<file path="src/rtl/pm_wake_pkg.sv">
package pm_wake_pkg;

    localparam int ADDR_BYTES = 6;
    localparam logic [7:0] SYNC_BYTE = 8'hFF;

    typedef enum logic {
        MP_HUNT = 1'b0,
        MP_ADDR = 1'b1
    } mp_phase_t;

    typedef struct packed {
        logic magic_en;
        logic frame_en;
    } pm_cfg_t;

    typedef struct packed {
        logic magic;
        logic frame;
    } pm_status_t;

    // Byte i of the station address in wire order (most significant first).
    function automatic logic [7:0] addr_byte(input logic [47:0] addr, input logic [2:0] i);
        return addr[8*(ADDR_BYTES-1-int'(i)) +: 8];
    endfunction

endpackage

</file>
<file path="src/rtl/pm_magic_det.sv">
module pm_magic_det
    import pm_wake_pkg::*;
#(
    parameter int SYNC_LEN = 6,
    parameter int COPIES   = 16
) (
    input  logic        clk,
    input  logic        rst,
    input  logic [47:0] station_addr,
    input  logic        rx_valid,
    input  logic [7:0]  rx_data,
    input  logic        rx_last,
    input  logic        rx_good,
    output logic        magic_hit
);
    localparam int TOTAL = ADDR_BYTES * COPIES;
    localparam int PW    = $clog2(TOTAL + 1);
    localparam int RW    = $clog2(SYNC_LEN + 1);

    mp_phase_t    phase_q, phase_n;
    logic [RW-1:0] run_q, run_n;
    logic [PW-1:0] pos_q, pos_n;
    logic [2:0]    idx_q, idx_n;
    logic          found_q, found_n;
    logic          done_now;
    logic [7:0]    exp_byte;

    always_comb begin
        phase_n   = phase_q;
        run_n     = run_q;
        pos_n     = pos_q;
        idx_n     = idx_q;
        found_n   = found_q;
        done_now  = 1'b0;
        magic_hit = 1'b0;
        exp_byte  = addr_byte(station_addr, idx_q);
        if (rx_valid) begin
            case (phase_q)
                MP_HUNT: begin
                    if (run_q == RW'(SYNC_LEN) && rx_data == addr_byte(station_addr, 3'd0)) begin
                        phase_n = MP_ADDR;
                        pos_n   = PW'(1);
                        idx_n   = 3'd1;
                    end else if (rx_data == SYNC_BYTE) begin
                        if (run_q != RW'(SYNC_LEN))
                            run_n = run_q + RW'(1);
                    end else begin
                        run_n = '0;
                    end
                end
                default: begin
                    if (rx_data == exp_byte) begin
                        if (pos_q == PW'(TOTAL - 1)) begin
                            done_now = 1'b1;
                            found_n  = 1'b1;
                            phase_n  = MP_HUNT;
                            run_n    = '0;
                            pos_n    = '0;
                            idx_n    = '0;
                        end else begin
                            pos_n = pos_q + PW'(1);
                            idx_n = (idx_q == 3'(ADDR_BYTES - 1)) ? 3'd0 : idx_q + 3'd1;
                        end
                    end else begin
                        phase_n = MP_HUNT;
                        pos_n   = '0;
                        idx_n   = '0;
                        run_n   = (rx_data == SYNC_BYTE) ? RW'(1) : '0;
                    end
                end
            endcase
            if (rx_last) begin
                magic_hit = rx_good && (found_q || done_now);
                phase_n   = MP_HUNT;
                run_n     = '0;
                pos_n     = '0;
                idx_n     = '0;
                found_n   = 1'b0;
            end
        end
    end

    always_ff @(posedge clk) begin
        if (rst) begin
            phase_q <= MP_HUNT;
            run_q   <= '0;
            pos_q   <= '0;
            idx_q   <= '0;
            found_q <= 1'b0;
        end else begin
            phase_q <= phase_n;
            run_q   <= run_n;
            pos_q   <= pos_n;
            idx_q   <= idx_n;
            found_q <= found_n;
        end
    end

endmodule

</file>
<file path="src/rtl/pm_wake_ctl.sv">
module pm_wake_ctl
    import pm_wake_pkg::*;
(
    input  logic       clk,
    input  logic       rst,
    input  logic       ctrl_we,
    input  logic       ctrl_sleep,
    input  logic       ctrl_magic_en,
    input  logic       ctrl_frame_en,
    input  logic       stat_rd,
    input  logic       magic_evt,
    input  logic       frame_evt,
    output pm_cfg_t    cfg,
    output logic       sleeping,
    output pm_status_t status
);
    pm_cfg_t    cfg_q;
    logic       sleep_q, sleep_n;
    pm_status_t stat_q, stat_n;
    logic       wake;

    always_comb begin
        wake    = sleep_q && (magic_evt || frame_evt);
        sleep_n = sleep_q;
        if (ctrl_we && ctrl_sleep)
            sleep_n = 1'b1;
        if (wake)
            sleep_n = 1'b0;

        stat_n = stat_q;
        if (stat_rd)
            stat_n = '0;
        if (sleep_q && magic_evt)
            stat_n.magic = 1'b1;
        if (sleep_q && frame_evt)
            stat_n.frame = 1'b1;
    end

    always_ff @(posedge clk) begin
        if (rst) begin
            cfg_q   <= '0;
            sleep_q <= 1'b0;
            stat_q  <= '0;
        end else begin
            if (ctrl_we) begin
                cfg_q.magic_en <= ctrl_magic_en;
                cfg_q.frame_en <= ctrl_frame_en;
            end
            sleep_q <= sleep_n;
            stat_q  <= stat_n;
        end
    end

    assign cfg      = cfg_q;
    assign sleeping = sleep_q;
    assign status   = stat_q;

endmodule

</file>
<file path="src/rtl/mac_pm_wake.sv">
module mac_pm_wake
    import pm_wake_pkg::*;
#(
    parameter int SYNC_LEN = 6,
    parameter int COPIES   = 16
) (
    input  logic        clk,
    input  logic        rst,
    input  logic        ctrl_we,
    input  logic        ctrl_sleep,
    input  logic        ctrl_magic_en,
    input  logic        ctrl_frame_en,
    input  logic        stat_rd,
    input  logic [47:0] station_addr,
    input  logic        rx_valid,
    input  logic [7:0]  rx_data,
    input  logic        rx_last,
    input  logic        rx_good,
    input  logic        wkf_hit,
    output logic        sleeping,
    output logic        rx_drop,
    output logic        magic_seen,
    output logic        wkf_seen,
    output logic        irq
);
    logic       magic_hit;
    logic       magic_evt;
    logic       frame_evt;
    pm_cfg_t    cfg;
    pm_status_t status;

    pm_magic_det #(
        .SYNC_LEN (SYNC_LEN),
        .COPIES   (COPIES)
    ) u_det (
        .clk          (clk),
        .rst          (rst),
        .station_addr (station_addr),
        .rx_valid     (rx_valid),
        .rx_data      (rx_data),
        .rx_last      (rx_last),
        .rx_good      (rx_good),
        .magic_hit    (magic_hit)
    );

    assign magic_evt = magic_hit && cfg.magic_en;
    assign frame_evt = wkf_hit && cfg.frame_en;

    pm_wake_ctl u_ctl (
        .clk           (clk),
        .rst           (rst),
        .ctrl_we       (ctrl_we),
        .ctrl_sleep    (ctrl_sleep),
        .ctrl_magic_en (ctrl_magic_en),
        .ctrl_frame_en (ctrl_frame_en),
        .stat_rd       (stat_rd),
        .magic_evt     (magic_evt),
        .frame_evt     (frame_evt),
        .cfg           (cfg),
        .sleeping      (sleeping),
        .status        (status)
    );

    assign rx_drop    = sleeping;
    assign magic_seen = status.magic;
    assign wkf_seen   = status.frame;
    assign irq        = status.magic || status.frame;

endmodule

</file>
<file path="config.mk">
export PLATFORM = sky130hd
export DESIGN_NAME = mac_pm_wake
export DESIGN_NICKNAME = d
export VERILOG_FILES = /design/src/rtl/pm_wake_pkg.sv /design/src/rtl/pm_magic_det.sv /design/src/rtl/pm_wake_ctl.sv /design/src/rtl/mac_pm_wake.sv
export SDC_FILE = /design/constraint.sdc
export NUM_CORES = 1
export LEC_CHECK = 0
export BUFFER_PORTS_ARGS = -buffer_cell sky130_fd_sc_hd__buf_2
export CORE_ASPECT_RATIO = 2
export CORE_MARGIN = 2
export CORE_UTILIZATION = 49
export DETAILED_ROUTE_END_ITERATION = 12
export PLACE_DENSITY = 0.91
export SYNTH_ARGS = -nofsm -noshare
export SYNTH_HDL_FRONTEND = slang
export SYNTH_SLANG_ARGS = --single-unit
export TNS_END_PERCENT = 30
</file>
<file path="constraint.sdc">
create_clock -name clk -period 4.26 [get_ports clk]
set_clock_uncertainty 0.15 [all_clocks]
set_input_delay 0.426 -clock clk [delete_from_list [all_inputs] [get_ports clk]]
set_output_delay 0.426 -clock clk [all_outputs]
set_load 0.05 [all_outputs]
</file>
# After elaboration in Yosys (flattened, before gate mapping)
# Index checks and enable logic that the tools add are counted.
# word_totals
ff_bits	20
in_bits	67
out_inout_bits	5
wordCells	83
# op_classes
addsub	4
n_eq_ne	10
shifts	1
muxes	37
n_reduce_logical	21
# ops
op	n
variable part select 48 x 32 -> 8 bit	1
two-way mux 3 bit	13
two-way mux 7 bit	5
two-way mux 1 bit	18
equality test 8 bit	2
nonzero test 2 bit	5
equality test 8 bit, second input constant	1
logical AND 1 bit	8
AND reduction 4 bit	2
adder 7 x 1 -> 7 bit, second input constant	1
equality test 7 bit, second input constant	1
adder 3 x 1 -> 3 bit, second input constant	2
equality test 3 bit, second input constant	2
inequality test 4 x 2 -> 1 bit, second input constant	1
inequality test 4 bit, second input constant	1
subtractor 3 x 3 -> 4 bit, first input constant	1
logical OR 1 bit	3
inequality test 3 x 2 -> 1 bit, second input constant	1
inequality test 3 bit, second input constant	1
nonzero test 3 bit	1
two-way mux 2 bit	1
AND reduction 2 bit	1
OR reduction 2 bit	1

# Longest topological paths before layout
# logic_depth
depth_word	14
ltp_mapped	11
mapped_depth_nobuf	9

# Hierarchy
# Synthesis repeated with hierarchy kept, for this count alone.
# unflattened
cells_unflattened	192
area_unflattened_um2	1719.1
# modules_own_cells
mod	instances	cells_each	area_each_um2	seq_area_each_um2
pm_magic_det	1	170	1510.2	300.3
pm_wake_ctl	1	18	182.7	100.1
mac_pm_wake	1	4	26.3	0.0

# Worst setup path before layout
# OpenSTA, ideal clock, no wires.
# synth_path
path_type	flip-flop to flip-flop
startpoint	register u_det.idx_q[1]
endpoint	register u_det.run_q[1]
setup_time_ns	0.071
arrival_time_ns	2.790
t_required_ns	4.039
setup_slack_ns	1.249
stages_incl_launch_ff	12
synth_period_minus_slack_ns	3.011
cell_sequence	dfxtp_1 inv_1 ha_1 buf_4 buf_6 mux2_1 a222oi_1 xnor2_1 nor3_2 and4_2 or4_1 a21oi_1
# synth_via
elab_chain_cells	6
# synth_rtl
item	line	source
start, declared	pm_magic_det.sv:23	logic [2:0] idx_q, idx_n;
start signal, assigned	pm_magic_det.sv:94	idx_q <= idx_n;
subtractor 3 x 3 -> 4 bit (*)	pm_wake_pkg.sv:23	return addr[8*(ADDR_BYTES-1-int'(i)) +: 8];
variable part select 48 x 32 -> 8 bit (*)	pm_wake_pkg.sv:23	
equality test 8 bit (*)	pm_magic_det.sv:52	if (rx_data == exp_byte) begin
two-way mux 3 bit	pm_magic_det.sv:52	
two-way mux 3 bit	pm_magic_det.sv:38	case (phase_q)
two-way mux 3 bit	pm_magic_det.sv:72	if (rx_last) begin
end signal, assigned	pm_magic_det.sv:92	run_q <= run_n;
end, declared	pm_magic_det.sv:21	logic [RW-1:0] run_q, run_n;
# Mark *: on every way between the ends. The rest lies on a longest branch, timed or not.
# A chain may end at the register's enable or synchronous reset.

# Final worst setup path
# layout_path
startpoint	register u_det.idx_q[1]
endpoint	register u_det.idx_q[1]
# layout_via
elab_chain_cells	6
# layout_rtl
item	line
subtractor 3 x 3 -> 4 bit (tied with other cells)	pm_wake_pkg.sv:23
variable part select 48 x 32 -> 8 bit or two-way mux 3 bit (tied branches)	pm_wake_pkg.sv:23, pm_magic_det.sv:62
equality test 8 bit or two-way mux 3 bit (tied branches)	pm_magic_det.sv:52, pm_magic_det.sv:53
two-way mux 3 bit (*)	pm_magic_det.sv:52
two-way mux 3 bit (*)	pm_magic_det.sv:38
two-way mux 3 bit (*)	pm_magic_det.sv:72
# Marks and branches as above.

==> impl_results.md <==
- Synth Flop Type: dfxtp_1
- Ports: 72
- Vias in the first global route: 1,930
- Overall power: 457 uW
- Hpwl dp: 3.77 mm
- Total setup buffers inserted after CTS: 0
- # port buffers: 71
- Async SR Flop Fraction: 0%
- Hold WC Path Type: in2reg
- FF-to-FF Start: u_det.idx_q[1]
- Die Ht: 90.1 um
- DR vias: 1,897
- Final Slew Violations: 0
- Synth unique cells: 57
- Syn_area_per_cell: 8.98 um2
- Synthesized flop and latch total: 20
- Post-synth design cell area: 1810 um2
- Fmax: 0.282 GHz
- Clk slew on worst S/H paths: 0.07 ns
- H-tree level count: 1
- # Max-Cap Violations: 0
- Worst EP required: 4.30 ns
- Hold Path Depth: 2
- Antenna Violating Nets Remaining: 0
- 1st-iter DRT viols: 63
- Synth top area share: 22.1%
- Nature of the critical path endpoint: register
- FP Rows: 31
- DRC viols: 0
- Syn-to-layout area delta: 23.2%
- Gr usage total: 23.3%
- Hold Path Origin: rx_good
- Synthesized netlist net count: 275
- Min cycle time layout: 3.54 ns
- Worst-Skew Late Latency: 0.26 ns
- CTS tree: built
- Final setup fails: 0
- Worst R2R End: u_det.idx_q[1]
- Final hold violation count: 0
- DRT Pass-1 Iters: 4
- Starting Density: 50.8%
- Synthesized instance count: 202
- Worst-margin pin slew: 0.667 ns
- Post-CTS sizing: 0
- TNS Setup: 0 ns
- Num CTS Buffers: 3
- Pin count of the biggest net entering global routing: 18
- Layout filler cell count: 307
- Pwr/cell area: 205 nW/um2
- YS warnings: 0
- Startpoint Class: register
- Outcome: completed
- Critical path arrival: 3.58 ns
- Total grt overflow: 0
- Worst vdd rail ir drop: 0.139 mV
- Area leader, netlist: dfxtp_1
- Antenna violations before repair: 0
- Core Area: 3570 um2
- R2R depth: 9
- Maximum clock path buffer count: 2
- Area contributors post-synth: dfxtp_1 22%, mux2_2 11%, xnor2_1 6.8%
- N_diodes: 0
- Via density: 5.95
- Final nets: 344
- First-pass GRT wire length: 7.60 mm
- Setup CP Type: reg2reg
- Layout cells sized above 1: 41.9%
- RePlAce Congestion: 0.851
- RSZ-0062 raised after global routing: no
- Die X: 47.0 um
- P_leak: 0.916 nW
- EDFF count, synth: 0
- Worst hold endpoint: u_ctl.sleeping
- CP Max Fanout: 17
- Clock root buffer: clkbuf_8
- Worst R2R Setup Slack: 0.72 ns
- Clock sinks: 20
- Sequential area share after synthesis: 22.1%
- Post-CTS Hold Fix Bufs: 0
- Rel. slew slack: 55.6%
- WL final: 4.59 mm
- Drt wl/cell: 14.4 um
- Hold Slack: 0.219 ns
- Die Area: 4230 um2
- Crit share post-route: 83.2%
==> routing by layer <==
metal  global-route usage (%)  part of all wire [%]
met5                        0                     0
met3                     2.61                   6.2
met4                     13.9                   4.1
met2                     41.3                    54
met1                     23.4                    35
==> layout make-up <==
class	instances	area, um2	area share, %
multi-input cells	167	1330	59.5
flip-flops and latches	20	400	17.9
repair buffers	72	363	16.2
well taps	49	61.3	2.74
clock buffers	4	55.1	2.46
inverters	7	26.3	1.18
==> registers in the layout (all words and copies together) (netlist names) <==
signal	cells
u_det.idx_q	3
u_ctl.cfg	2
u_det.found_q	1
u_ctl.status	2
u_ctl.sleeping	1
u_det.phase_q	1
u_det.run_q	3
u_det.pos_q	7
==> power by group <==
group | switching, mW | internal, mW
Clock | 0.0632 | 0.0823
Sequential | 0.00470 | 0.190
Combinational | 0.0589 | 0.0585
Total | 0.127 | 0.331
==> cell families (layout without fill, tap and decap cells) <==
group                      count (synthesis)  count (layout)  share of synthesized area [%]
AOI/OAI and AO/OA                         46              46                           21.0
xor gates and xnor gates                  15              15                           7.24
adders and majority gates                  6               6                           4.14
buffers and inverters                     15              83                           4.62
DFF                                       20              20                           22.1
muxes                                     27              27                           16.7
and+or+nand+nor                           73              73                           24.3
==> through the flow <==
stage               area (um2)  utilization (%)  worst slack, ns  std cells
floorplan                 1810                -             1.25        202
global placement          2180             61.1            0.815        315
detailed placement        2180             61.1            0.759        315
CTS                       2240             62.7            0.738        319
global route              2240             62.7            0.520        319
finish                    2240             62.7            0.717        319
==> worst max-delay path, stage by stage, from the launching register on <==
cell and delay, ns:
dfxtp_1 0.48, inv_1 0.08, ha_1 0.72, mux2_1 0.39, a22o_1 0.19, or3_4 0.34, a2111oi_4 0.48, and4_4 0.33
nand3_2 0.09, o31ai_2 0.21
==> cells in the mapped netlist (2+ instances only) <==
library cell / count
clkbuf_1: 2
and3_2: 2
or4_1: 2
mux2_2: 17
nor3_2: 2
nand3_1: 8
nor3_1: 4
a22oi_1: 3
o31ai_1: 2
nand2_1: 13
inv_1: 6
nor2b_1: 3
mux2i_1: 4
nor4_1: 2
o21bai_1: 2
buf_6: 2
o21ai_0: 8
a21oi_1: 10
buf_4: 3
and3_1: 2
mux2_1: 5
nor3b_2: 2
nor3b_1: 2
dfxtp_1: 20
a32o_1: 3
xnor2_1: 14
or2_2: 2
or3_1: 2
nand4_1: 6
nor2_1: 13
ha_1: 6
a222oi_1: 4
a41oi_1: 2
==> placed cells by master (no fill, tap or decap), types with 8 or more instances in the layout <==
master    n
o21ai_0   8
nor2_1   13
nand3_1   8
nand2_1  13
mux2_2   17
a21oi_1  10
dfxtp_1  20
xnor2_1  14
buf_2    71
==> how the worst max path moves through the flow <==
stage                              start              to  slack (ns)  cells past startpoint
after CTS                 u_det.idx_q[1]  u_det.idx_q[1]        0.74                      9
after floorplan           u_det.idx_q[1]  u_det.run_q[1]        1.25                     11
after global placement    u_det.idx_q[1]  u_det.idx_q[1]        0.82                      9
after detailed placement  u_det.idx_q[1]  u_det.idx_q[1]        0.76                      9
after global routing      u_det.idx_q[1]   u_det.found_q        0.52                      9
final                     u_det.idx_q[1]  u_det.idx_q[1]        0.72                      9
(Power assumes the default switching activity.)
